File: src/rtl/sercmd_pkg.sv
package sercmd_pkg;

    localparam int CMD_W    = 8;
    localparam int SHORT_W  = 3;
    localparam int PG_W     = 4;
    localparam int PG_NUM   = 4;
    localparam int PG_SEL_W = $clog2(PG_NUM);
    localparam int ST_W     = 6;
    localparam int PH_W     = 6;
    localparam int N_W      = 4;
    localparam int CNT_W    = $clog2(CMD_W + 1);

    typedef enum logic [1:0] {
        FR_IDLE,
        FR_SHIFT,
        FR_RDSTR,
        FR_WRSTR
    } frame_e;

    typedef enum logic [2:0] {
        OP_NOP,
        OP_SET_ST,
        OP_SET_PG,
        OP_WR_N,
        OP_GET_PH,
        OP_GET_ST,
        OP_GET_PG
    } op_e;

    typedef enum logic [1:0] {
        SH_NONE,
        SH_READ,
        SH_WRITE
    } short_e;

    typedef struct packed {
        logic start;
        logic rise;
        logic fall;
        logic din;
    } sev_t;

    function automatic short_e decode_short(input logic [SHORT_W-1:0] b);
        case (b)
            3'b111:  return SH_READ;
            3'b110:  return SH_WRITE;
            default: return SH_NONE;
        endcase
    endfunction

    function automatic op_e decode_full(input logic [CMD_W-1:0] c);
        if (c[7:6] == 2'b10)             return OP_SET_ST;
        else if (c[7:6] == 2'b01)        return OP_SET_PG;
        else if (c[7:4] == 4'b0001)      return OP_WR_N;
        else if (c == 8'b0000_1000)      return OP_GET_PH;
        else if (c == 8'b0000_0010)      return OP_GET_ST;
        else if (c[7:2] == 6'b0000_01)   return OP_GET_PG;
        else                             return OP_NOP;
    endfunction

    function automatic logic is_get(input op_e op);
        return (op == OP_GET_PH) || (op == OP_GET_ST) || (op == OP_GET_PG);
    endfunction

    function automatic logic [PG_W-1:0] page_reset(input int idx);
        return (idx == 0) ? 4'b1000 : 4'b0000;
    endfunction

endpackage

File: src/rtl/sercmd_edge.sv
module sercmd_edge
    import sercmd_pkg::*;
(
    input  logic clk,
    input  logic rst,
    input  logic sclk,
    input  logic sdin,
    output sev_t ev
);
    logic sclk_q;
    logic sdin_q;

    always_ff @(posedge clk) begin
        if (rst) begin
            sclk_q <= 1'b0;
            sdin_q <= 1'b0;
        end else begin
            sclk_q <= sclk;
            sdin_q <= sdin;
        end
    end

    always_comb begin
        ev.rise  = sclk & ~sclk_q;
        ev.fall  = ~sclk & sclk_q;
        ev.start = sdin & ~sdin_q & sclk & sclk_q;
        ev.din   = sdin;
    end
endmodule

File: src/rtl/sercmd_ctrl.sv
module sercmd_ctrl
    import sercmd_pkg::*;
#(
    parameter int CW = CMD_W,
    parameter int SW = SHORT_W,
    parameter int KW = CNT_W
) (
    input  logic          clk,
    input  logic          rst,
    input  sev_t          ev,
    output op_e           op,
    output logic          op_vld,
    output logic [CW-1:0] cmd,
    output logic          rd_mode,
    output logic          wr_mode
);
    localparam logic [KW-1:0] LAST_SHORT = KW'(SW - 1);
    localparam logic [KW-1:0] LAST_FULL  = KW'(CW - 1);

    frame_e        st;
    logic [CW-1:0] sh;
    logic [KW-1:0] cnt;
    logic [CW-1:0] nxt;
    op_e           nxt_op;

    assign nxt    = {sh[CW-2:0], ev.din};
    assign nxt_op = decode_full(nxt);

    always_ff @(posedge clk) begin
        if (rst) begin
            st     <= FR_IDLE;
            sh     <= '0;
            cnt    <= '0;
            op     <= OP_NOP;
            op_vld <= 1'b0;
            cmd    <= '0;
        end else begin
            op_vld <= 1'b0;
            if (ev.start) begin
                st  <= FR_SHIFT;
                sh  <= '0;
                cnt <= '0;
            end else begin
                case (st)
                    FR_SHIFT: begin
                        if (ev.rise) begin
                            sh  <= nxt;
                            cnt <= cnt + 1'b1;
                            if (cnt == LAST_SHORT) begin
                                case (decode_short(nxt[SW-1:0]))
                                    SH_READ:  st <= FR_RDSTR;
                                    SH_WRITE: st <= FR_WRSTR;
                                    default:  st <= FR_SHIFT;
                                endcase
                            end else if (cnt == LAST_FULL) begin
                                op     <= nxt_op;
                                op_vld <= 1'b1;
                                cmd    <= nxt;
                                st     <= (nxt_op == OP_WR_N) ? FR_WRSTR : FR_IDLE;
                            end
                        end
                    end
                    FR_RDSTR, FR_WRSTR: begin
                        if (ev.rise) st <= FR_IDLE;
                    end
                    default: st <= FR_IDLE;
                endcase
            end
        end
    end

    assign rd_mode = (st == FR_RDSTR);
    assign wr_mode = (st == FR_WRSTR);
endmodule

File: src/rtl/sercmd_regs.sv
module sercmd_regs
    import sercmd_pkg::*;
#(
    parameter int CW = CMD_W,
    parameter int PW = PG_W,
    parameter int PN = PG_NUM,
    parameter int TW = ST_W,
    parameter int HW = PH_W,
    parameter int NW = N_W
) (
    input  logic             clk,
    input  logic             rst,
    input  op_e              op,
    input  logic             op_vld,
    input  logic [CW-1:0]    cmd,
    input  logic [HW-1:0]    phase_in,
    input  logic             amp_above,
    input  logic             ant_fail,
    output logic [PN*PW-1:0] cfg_pages,
    output logic [TW-1:0]    samp_time,
    output logic [NW-1:0]    pulse_n,
    output logic             rsp_vld,
    output logic [CW-1:0]    rsp_data
);
    localparam int SELW = $clog2(PN);

    logic [PW-1:0]   pages [PN];
    logic [SELW-1:0] wsel;
    logic [SELW-1:0] rsel;
    logic [CW-1:0]   rsp_nxt;

    assign wsel = cmd[PW +: SELW];
    assign rsel = cmd[SELW-1:0];

    for (genvar g = 0; g < PN; g++) begin : g_page
        always_ff @(posedge clk) begin
            if (rst)
                pages[g] <= page_reset(g);
            else if (op_vld && op == OP_SET_PG && wsel == SELW'(g))
                pages[g] <= cmd[PW-1:0];
        end
        assign cfg_pages[g*PW +: PW] = pages[g];
    end

    always_ff @(posedge clk) begin
        if (rst) begin
            samp_time <= '0;
            pulse_n   <= '0;
        end else if (op_vld) begin
            if (op == OP_SET_ST) samp_time <= cmd[TW-1:0];
            if (op == OP_WR_N)   pulse_n   <= cmd[NW-1:0];
        end
    end

    always_comb begin
        rsp_nxt = '0;
        case (op)
            OP_GET_PH: rsp_nxt = CW'(phase_in);
            OP_GET_ST: rsp_nxt = CW'(samp_time);
            OP_GET_PG: begin
                if (rsel < SELW'(2))
                    rsp_nxt = {pulse_n, pages[rsel]};
                else
                    rsp_nxt = {2'b00, amp_above, ant_fail, pages[rsel]};
            end
            default: rsp_nxt = '0;
        endcase
    end

    always_ff @(posedge clk) begin
        if (rst) begin
            rsp_vld  <= 1'b0;
            rsp_data <= '0;
        end else begin
            rsp_vld  <= op_vld && is_get(op);
            rsp_data <= rsp_nxt;
        end
    end
endmodule

File: src/rtl/sercmd_tx.sv
module sercmd_tx
    import sercmd_pkg::*;
#(
    parameter int CW = CMD_W,
    parameter int KW = CNT_W
) (
    input  logic          clk,
    input  logic          rst,
    input  sev_t          ev,
    input  logic          load,
    input  logic [CW-1:0] data,
    output logic          sdo
);
    localparam logic [KW-1:0] ALL_SENT = KW'(CW);

    logic [CW-1:0] buf_q;
    logic [KW-1:0] cnt;
    logic          active;

    always_ff @(posedge clk) begin
        if (rst) begin
            buf_q  <= '0;
            cnt    <= '0;
            active <= 1'b0;
            sdo    <= 1'b1;
        end else if (ev.start) begin
            active <= 1'b0;
            sdo    <= 1'b1;
        end else if (load) begin
            buf_q  <= data;
            cnt    <= '0;
            active <= 1'b1;
        end else if (active && ev.fall) begin
            if (cnt == ALL_SENT) begin
                active <= 1'b0;
                sdo    <= 1'b1;
            end else begin
                sdo   <= buf_q[CW-1];
                buf_q <= {buf_q[CW-2:0], 1'b0};
                cnt   <= cnt + 1'b1;
            end
        end
    end
endmodule

File: src/rtl/sercmd_port.sv
module sercmd_port
    import sercmd_pkg::*;
#(
    parameter int CW = CMD_W,
    parameter int PW = PG_W,
    parameter int PN = PG_NUM,
    parameter int TW = ST_W,
    parameter int HW = PH_W,
    parameter int NW = N_W
) (
    input  logic             clk,
    input  logic             rst,
    input  logic             sclk,
    input  logic             sdin,
    output logic             sdout,
    input  logic             rx_bit,
    input  logic [HW-1:0]    phase_in,
    input  logic             amp_above,
    input  logic             ant_fail,
    output logic             rd_mode,
    output logic             wr_mode,
    output logic [NW-1:0]    pulse_n,
    output logic [TW-1:0]    samp_time,
    output logic [PN*PW-1:0] cfg_pages
);
    sev_t          ev;
    op_e           op;
    logic          op_vld;
    logic [CW-1:0] cmd;
    logic          rsp_vld;
    logic [CW-1:0] rsp_data;
    logic          tx_out;

    sercmd_edge u_edge (
        .clk  (clk),
        .rst  (rst),
        .sclk (sclk),
        .sdin (sdin),
        .ev   (ev)
    );

    sercmd_ctrl #(.CW(CW)) u_ctrl (
        .clk     (clk),
        .rst     (rst),
        .ev      (ev),
        .op      (op),
        .op_vld  (op_vld),
        .cmd     (cmd),
        .rd_mode (rd_mode),
        .wr_mode (wr_mode)
    );

    sercmd_regs #(.CW(CW), .PW(PW), .PN(PN), .TW(TW), .HW(HW), .NW(NW)) u_regs (
        .clk       (clk),
        .rst       (rst),
        .op        (op),
        .op_vld    (op_vld),
        .cmd       (cmd),
        .phase_in  (phase_in),
        .amp_above (amp_above),
        .ant_fail  (ant_fail),
        .cfg_pages (cfg_pages),
        .samp_time (samp_time),
        .pulse_n   (pulse_n),
        .rsp_vld   (rsp_vld),
        .rsp_data  (rsp_data)
    );

    sercmd_tx #(.CW(CW)) u_tx (
        .clk  (clk),
        .rst  (rst),
        .ev   (ev),
        .load (rsp_vld),
        .data (rsp_data),
        .sdo  (tx_out)
    );

    assign sdout = rd_mode ? rx_bit : tx_out;
endmodule

File: config.mk
export PLATFORM = sky130hd
export DESIGN_NAME = sercmd_port
export DESIGN_NICKNAME = d
export VERILOG_FILES = /design/src/rtl/sercmd_pkg.sv /design/src/rtl/sercmd_edge.sv /design/src/rtl/sercmd_ctrl.sv /design/src/rtl/sercmd_regs.sv /design/src/rtl/sercmd_tx.sv /design/src/rtl/sercmd_port.sv
export SDC_FILE = /design/constraint.sdc
export NUM_CORES = 1
export LEC_CHECK = 0
export ABC_AREA = 1
export CORE_UTILIZATION = 56
export CTS_CLUSTER_SIZE = 16
export DETAILED_ROUTE_END_ITERATION = 7
export GPL_ROUTABILITY_DRIVEN = 0
export PLACE_DENSITY = 0.87
export SYNTH_ARGS = -nofsm -noshare
export SYNTH_HDL_FRONTEND = slang
export SYNTH_HIERARCHICAL = 1
export SYNTH_SLANG_ARGS = --single-unit
export TNS_END_PERCENT = 1
File: constraint.sdc
create_clock -name clk -period 1.6 [get_ports clk]
set_input_delay 0.24 -clock clk [delete_from_list [all_inputs] [get_ports clk]]
set_output_delay 0.24 -clock clk [all_outputs]
set_load 0.02 [all_outputs]
==> results of run 1 <==
flip-flops by register name, summed over array words and instances (netlist names):
register and flops:
u_regs/pages 16, u_regs/pulse_n 4, u_regs/rsp_vld 1, u_ctrl/st 2
u_tx/buf_q 8, u_ctrl/op_vld 1, u_ctrl/sh 7, u_ctrl/cnt 4
u_regs/rsp_data 8, u_edge/sdin_q 1, u_tx/active 1, u_edge/sclk_q 1
u_tx/sdo 1, u_ctrl/cmd 6, u_ctrl/op 3, u_tx/cnt 4
u_regs/samp_time 6
what timing repair did:
| action | CTS | global route |
|---|---|---|
| gates cloned | 0 | 2 |
| endpoints found under the hold margin | 0 | 0 |
| resized for setup | 14 | 14 |
| buffers inserted | 0 | 1 |
| pin swaps | 0 | 2 |
| hold buffers | 0 | 0 |
| setup endpoints to repair | 12 | 22 |
metal layers:
metal / part of all wire (%) / track usage (%) / wire, um
met5: 0 / 0 / 0
met4: 2.3 / 12.2 / 191
met3: 6.2 / 4.27 / 518
met2: 48 / 41.7 / 4030
met1: 43 / 29.5 / 3620
stage by stage:
stage               cell area, um^2  hold slack, ns  std cells  TNS, ns  setup slack [ns]
finish                         4450           0.477        643        0            0.0226
global route                   4450           0.478        643   -0.131           -0.0291
CTS                            4410           0.467        640        0          0.000747
detailed placement             4210           0.468        624    -5.83            -0.225
global placement               4210           0.459        624    -4.70            -0.182
floorplan                      3660           0.302        505        0             0.220
final timing paths:
path / startpoint / slack, ns / to / depth (start not counted)
worst max-delay path: u_regs/pages[1][2] / 0.02 / cfg_pages[6] / 1
worst min-delay path: u_regs/rsp_data[0] / 0.48 / u_tx/buf_q[0] / 2
worst max register to register: u_ctrl/cnt[0] / 0.09 / u_ctrl/cmd[2] / 9
worst min register to register: u_regs/rsp_data[0] / 0.48 / u_tx/buf_q[0] / 2
where the power goes:
group | internal, uW | switching (uW) | leakage, uW
registers | 1920 | 12.0 | 0.000630
logic | 85.7 | 104 | 0.00131
clock network | 812 | 703 | 0.000108
layout make-up:
class	instances	area [um^2]	area share [%]
clock buffers	10	149	3.34
clock inverters	6	62.6	1.40
inverters	74	278	6.24
multi-input cells	343	1670	37.5
flip-flops and latches	74	1640	36.9
well taps	77	96.3	2.16
repair buffers	59	554	12.4
==> flow_summary.ini, run 1 <==
[yosys]
ys_warn_count = 6
syn_area_um2 = 3660
synthCells = 505
synth_nets = 523
avgSynthCellArea_um2 = 7.25

[run_status]
status = completed

[die]
core_um2 = 6350
design.die.area_um2 = 6870
io_pins = 42
num_rows = 29
dieWidth_um = 82.9
start_util_pct = 57.7
die_y_um = 82.9

[worst_setup_path]
path_delay_family = buffers and inverters
start_kind = flop
critPathKind = flop to output pin
cp_slowest_cell = clkdlybuf4s50_1
cp-end-kind = output pin
slowest_delay_ns = 0.61
crit_fanout = 2
critical_path_required_ns = 1.36
crit_chain = clkdlybuf4s50_1
cp.arrival_ns = 1.34
crit_buf_inv = 1

[routing]
vias = 3352
wirelength_um = 8360
drc = 0
drt-initial-drc-count = 216
ant_nets = 0
dr.pass1.iters = 7
wl_per_cell_um = 13.0
routed_via_density = 5.21

[sta]
slew-limit-headroom_pct = 68.5
hold_viol_final = 0
period_share_pct = 98.6
timing.fmax_ghz = 0.634
drv_slew = 0
setup_violations = 0
clock_skew_ns = 0.00603
period_minus_slack_ns = 1.58
worst_slew_pin_slew_ns = 0.472

[final_layout]
fillers = 496
post_route_cells_drive_above_1_share_pct = 11.5
final_common_cell = nand2_1
n_antenna_cell = 0
fin_util_pct = 70.1
area_growth_pct = 21.6
layout_common_cells = nand2_1 (120), nor2_1 (86), inv_1 (69), dfxtp_1 (56), nand3_1 (37)
nets = 579

[grt]
grt_pass1_wl_um = 13600
grt_max_degree = 22
antenna_found_initial = 0
track_usage_pct = 24.4
grt.overflow.total = 0
first_global_vias = 3127

[clock_tree]
cts_tree = built
clk_latency_ns = 0.35
clk_pin_slew_worst_paths_ns = 0.08
cts-root-buf = clkbuf_8
h-tree-depth = 3
cts_sinks = 74
numCtsBuffers = 9
clk_path_buf_depth = 2

[power]
p_total_uw = 3640
leakage_uw = 0.00205
powerDensity_nw_per_um2 = 817
peakVddDrop_mv = 0.638

[placed_design]
place_hpwl_um = 5990
port_buffers = 41

[hold_path]
hold_class = flop to flop

[job]
cap_violations = 0
Power figures use the tool's default switching activity.
==> run 2: changes to the inputs <==
--- a/constraint.sdc
+++ b/constraint.sdc
@@ -3,2 +3,2 @@
 set_output_delay 0.24 -clock clk [all_outputs]
-set_load 0.02 [all_outputs]
+set_load 0.005 [all_outputs]
==> run 2 against run 1 <==
- sequential power barely moved
- count of clock-buffer cells in the layout did not move
- critical path depth grew 9
- critical endpoint is now u_ctrl/cmd[1]
==> flow_summary.ini, run 2 (synthesized netlist as in run 1, its figures left out) <==
[clock_tree]
cts-root-buf = clkbuf_8
h-tree-depth = 3
ctsHoldBuffers = 0
clk_latency_ns = 0.35
cts_sinks = 74
clk_path_buf_depth = 2
numCtsBuffers = 9
cts_tree = built
clk_pin_slew_worst_paths_ns = 0.08

[worst_setup_path]
reg2reg_to = u_ctrl/cmd[1]
slowest_delay_ns = 0.37
critPathKind = flop to flop
r2r_setup_slack_ns = 0.04
start_kind = flop
crit_fanout = 9
cp-end-kind = flop
reg2reg_from = u_ctrl/st[0]
cp.depth = 10
reg2regPathDepth = 10
path_delay_family = simple AND/OR/NAND/NOR gates
crit_buf_inv = 3
cp.arrival_ns = 1.84
crit_chain = buf_4 -> buf_4 -> inv_2 -> nor2_4 -> nand2_4 -> nor3_4 -> nand2_2 -> nand2_1 -> nand2_1 -> nor2_1
cp_slowest_cell = dfxtp_4
critical_path_required_ns = 1.88

[routing]
vias = 3369
ant_nets = 0
wirelength_um = 8340
wl_per_cell_um = 12.9
drt-initial-drc-count = 216
dr.pass1.iters = 5
drc = 0
routed_via_density = 5.22

[hold_path]
hold_start = u_regs/rsp_data[0]
whs_endpoint = u_tx/buf_q[0]
hold_class = flop to flop
hold_path_depth = 2

[final_layout]
fillers = 488
nets = 581
reg_top3 = u_regs/pages: 16 flops, u_regs/rsp_data: 8 flops, u_tx/buf_q: 8 flops
largest_reg_flops = 16
finalInstanceArea_um2 = 4480
layout_common_cells = nand2_1 (120), nor2_1 (86), inv_1 (68), dfxtp_1 (55), clkdlybuf4s50_1 (38)
post_route_cells_drive_above_1_share_pct = 12.0
area_growth_pct = 22.4
n_antenna_cell = 0
final_common_cell = nand2_1
top_register = u_regs/pages

[sta]
period_minus_slack_ns = 1.56
setup_violations = 0
period_share_pct = 97.4
rsz0062_at_grt = yes
hold_viol_final = 0
timing.fmax_ghz = 0.642
clock_skew_ns = 0.00622
setup_ws_ns = 0.0421
slew-limit-headroom_pct = 68.6
worst_slew_pin_slew_ns = 0.470
drv_slew = 0

[power]
leakage_uw = 0.00197
peakVddDrop_mv = 0.638
powerDensity_nw_per_um2 = 808

[die]
io_pins = 42
design.die.area_um2 = 6870
dieWidth_um = 82.9
die_y_um = 82.9
core_um2 = 6350
start_util_pct = 57.7
num_rows = 29

[grt]
grt.overflow.total = 0
track_usage_pct = 24.6
antenna_found_initial = 0
grt_pass1_wl_um = 13700
grt_max_degree = 22
first_global_vias = 3144

[placed_design]
port_buffers = 41
place_hpwl_um = 5990
post-place-ws_ns = -0.225
place_area_um2 = 4210

[job]
cap_violations = 0

[run_status]
status = completed
## run 2: changes by cell type in the layout (fill, tap and decap cells not counted), sizes merged
cell	previous run	this run
clkdlybuf4s50	23	38
dlygate4sd2	11	2
dlymetal6s2s	6	1
buf	18	20
clkbuf	11	10
## run 2: timing repair
| item | in CTS | in global routing |
|---|---|---|
| gates resized for setup | 9 | 7 |
| gates cloned | 0 | 2 |
| pin swaps | 0 | 2 |
| setup buffers | 2 | 1 |
| setup endpoints to repair | 3 | 16 |
## run 2: how the worst max path moves through the flow
stage             startpoint       endpoint  slack (ns)
5_1_grt         u_ctrl/st[0]   u_ctrl/op[0]       -0.05
3_5_place_dp            sdin   u_ctrl/sh[4]       -0.22
6_report        u_ctrl/st[0]  u_ctrl/cmd[1]        0.04
4_1_cts         u_ctrl/st[1]        rd_mode        0.01
2_1_floorplan  u_ctrl/cnt[0]   u_ctrl/op[2]        0.22
3_3_place_gp            sdin   u_ctrl/sh[4]       -0.18
## run 2: where the power goes
group | switching (uW) | leakage, uW | total [uW] | internal [uW]
logic | 88.3 | 0.00123 | 178 | 89.5
clock network | 704 | 0.000108 | 1520 | 812
registers | 12.2 | 0.000631 | 1930 | 1920
## run 2: routing by layer
metal / GRT usage (%) / up-vias / wire length (um)
met2: 42.0 / 127 / 3990
li1: - / 1706 / -
met4: 12.2 / 0 / 182
met1: 29.8 / 1515 / 3660
met5: 0 / - / 0
met3: 4.27 / 21 / 514
## run 2: through the flow
stage          total power [uW]  std cells  setup TNS (ns)  hold WS (ns)  utilization (%)
2_1_floorplan              2050        505               0         0.302                -
3_3_place_gp               2140        624           -4.68         0.459             66.3
3_5_place_dp               2150        624           -5.78         0.468             66.3
4_1_cts                    3650        642               0         0.467             70.1
5_1_grt                    3740        645          -0.229         0.478             70.6
6_report                   3630        645               0         0.477             70.6
## run 2: layout make-up
cell class	count	area, um^2	area share [%]
clock inverter	6	62.6	1.40
timing repair buffer	61	577	12.9
multi-input combinational	343	1670	37.3
sequential	74	1650	36.7
inverter	74	278	6.19
tap	77	96.3	2.15
clock buffer	10	149	3.32
## run 2: worst reg2reg max path, delay by kind of cell, from the launching register on
kind | cells | cell delay (ns)
buf+inv | 3 | 0.25
flops | 1 | 0.37
simple gates | 7 | 0.88
==> run 3: changes to the inputs <==
CORE_UTILIZATION = 55   (was 56)
CTS_CLUSTER_DIAMETER = 60   (was unset)
SYNTH_HIERARCHICAL = unset   (was 1)
==> run 3 against run 2 <==
- clock power down 18%
- critical path type is now flop to output pin
- sequential power up 3%
- core utilization up 0.20 points
- worst hold slack worse by 0.027 ns
- sequential share of layout area up 3.2 points
- critical path depth down 9
- clock skew about the same
==> flow_summary.ini, run 3 <==
[power]
peakVddDrop_mv = 0.614
powerDensity_nw_per_um2 = 814
leakage_uw = 0.00159

[final_layout]
n_antenna_cell = 0
top_register = u_regs.pages
seq_area_um2 = 1690
area_growth_pct = 23.2
fillers = 457
fin_util_pct = 70.8
multi_input_area_um2 = 1530
reg_top3 = u_regs.pages: 16 flops, u_regs.rsp_data: 8 flops, u_tx.buf_q: 8 flops
finalInstanceArea_um2 = 4220
final_common_cell = nand2_1
largest_reg_flops = 16
layout_common_cells = nand2_1 (71), nor2_1 (70), dfxtp_1 (56), o21ai_0 (53), inv_1 (43)
post_route_cells_drive_above_1_share_pct = 12.9
nets = 516
finalNonFillerCells = 578

[routing]
wl_per_cell_um = 13.8
drt-initial-drc-count = 254
drc = 0
dr.pass1.iters = 7
ant_nets = 0
wirelength_um = 7960
vias = 3171
routed_via_density = 5.49

[yosys]
synth_nets = 454
synthCells = 436
synthAdderAreaFrac_pct = 1.83
synthArstFlopShare_pct = 0
synthDominantCellAreaShare_pct = 35.1
synth_edf_count = 16
synth-xor-area-share_pct = 0
ys_seq_area_share_pct = 49.1
avgSynthCellArea_um2 = 7.85
netlist_top_cells_area = dfxtp_1 (35%), edfxtp_1 (14%), o21ai_0 (8.2%), nand2_1 (8.0%), nor2_1 (8.0%)
ys.flop_type = dfxtp_1
yosys.area_share.simple_pct = 26.9
synth_seq_cells = 76
synth_top_family_by_area = simple AND/OR/NAND/NOR gates
synth_compound_area_share_pct = 15.4
ys_types = 34
syn_area_um2 = 3420
ys_warn_count = 0
synth_area_leader_cell = dfxtp_1
synth_common_cells = nand2_1 (73), nor2_1 (73), dfxtp_1 (60), o21ai_0 (56), inv_1 (43)
synthMuxAreaShare_pct = 0

[run_status]
status = completed

[worst_setup_path]
cp-end-kind = output pin
crit_chain = clkdlybuf4s50_1
critical_path_required_ns = 1.36
path_delay_family = buffers and inverters
crit_buf_inv = 1
start_kind = flop
cp_slowest_cell = clkdlybuf4s50_1
crit_fanout = 3
critPathKind = flop to output pin
cp.arrival_ns = 1.26
slowest_delay_ns = 0.53

[die]
core_um2 = 5960
dieWidth_um = 80.9
design.die.area_um2 = 6540
start_util_pct = 57.5
die_y_um = 80.9
num_rows = 28
io_pins = 42

[placed_design]
place_area_um2 = 4030
numPlacedInstances = 562
port_buffers = 41
place_hpwl_um = 5870

[sta]
timing.fmax_ghz = 0.665
clock_skew_ns = 0.00582
setup_violations = 0
timing.hold.ws_ns = 0.449
worst_slew_pin_slew_ns = 0.465
period_minus_slack_ns = 1.50
period_share_pct = 94.0
hold_viol_final = 0
tns_ns = 0
rsz0062_at_grt = yes
slew-limit-headroom_pct = 68.9
drv_slew = 0

[clock_tree]
cts_tree = built
clk_pin_slew_worst_paths_ns = 0.08
cts-root-buf = clkbuf_8
cts_sinks = 76
numCtsBuffers = 9
h-tree-depth = 3
clk_latency_ns = 0.34
clk_path_buf_depth = 2
ctsHoldBuffers = 0
post-cts-setup-buffer-count = 0

[grt]
grt_max_degree = 18
grt_pass1_wl_um = 13000
first_global_vias = 2903
track_usage_pct = 26.3
antenna_found_initial = 0
grt.overflow.total = 0

[hold_path]
hold_class = flop to flop

[job]
cap_violations = 0
[run 3: cell types whose count changed in the layout (fill, tap and decap cells not counted), sizes merged, moves of 3 or more]
cell / delta
nand4: -5
nor2: -16
nand2: -54
o21ai: +33
nand3: -10
a21boi: -7
inv: -28
a21oi: +20
a31oi: -3
[run 3: power breakdown]
group	switching (uW)	leakage [uW]	internal, uW	total (uW)
clock	697	0.0000828	554	1250
combinational	92.6	0.000872	96.8	189
sequential	16.3	0.000635	1980	1990
[run 3: cells by family after synthesis]
logic type               after synthesis
flip-flops                            76
buffers and inverters                 58
AND/OR/NAND/NOR                      195
AO/OA/AOI/OAI                        102
adder cells (fa/ha/maj)                5
[run 3: layout make-up]
class	count	area share [%]
tap	75	2.22
sequential	76	40.0
multi-input combinational	302	36.3
inverter	47	4.18
clock inverter	7	1.01
clock buffer	9	2.94
timing repair buffer	62	13.4
[run 3: path summary, 6_finish.rpt]
path / end / start / cells past startpoint / slack, ns
setup / recovery: samp_time[4] / u_regs.samp_time[4] / 1 / 0.1
hold / removal: u_regs.rsp_vld / u_ctrl.op_vld / 2 / 0.45
setup reg to reg: u_ctrl.cmd[4] / u_ctrl.cnt[0] / 8 / 0.11
hold reg to reg: u_regs.rsp_vld / u_ctrl.op_vld / 2 / 0.45
[run 3: layer usage]
| layer | track usage (%) | up-vias | routed length, um |
|---|---|---|---|
| met3 | 3.71 | 21 | 446 |
| met5 | 0 | - | 0 |
| met4 | 13.8 | 0 | 203 |
| met1 | 33.3 | 1466 | 3440 |
| li1 | - | 1561 | - |
| met2 | 43.6 | 123 | 3870 |
[run 3: through the flow]
stage	total power, uW	worst slack (ns)
after global routing	3550	-0.00674
after floorplan	2110	0.253
final	3430	0.0961
after global placement	2220	-0.117
after CTS	3440	0.0803
after detailed placement	2220	-0.180
[run 3: repair_timing]
action,CTS,global route
gates cloned,0,0
gates resized for setup,6,10
endpoints found under the setup margin,3,23
[run 3: tightest hold or removal path, cell delays in order, from the launching register on]
cell	delay, ns
dfxtp_1	0.30
inv_1	0.06
nor2_1	0.04
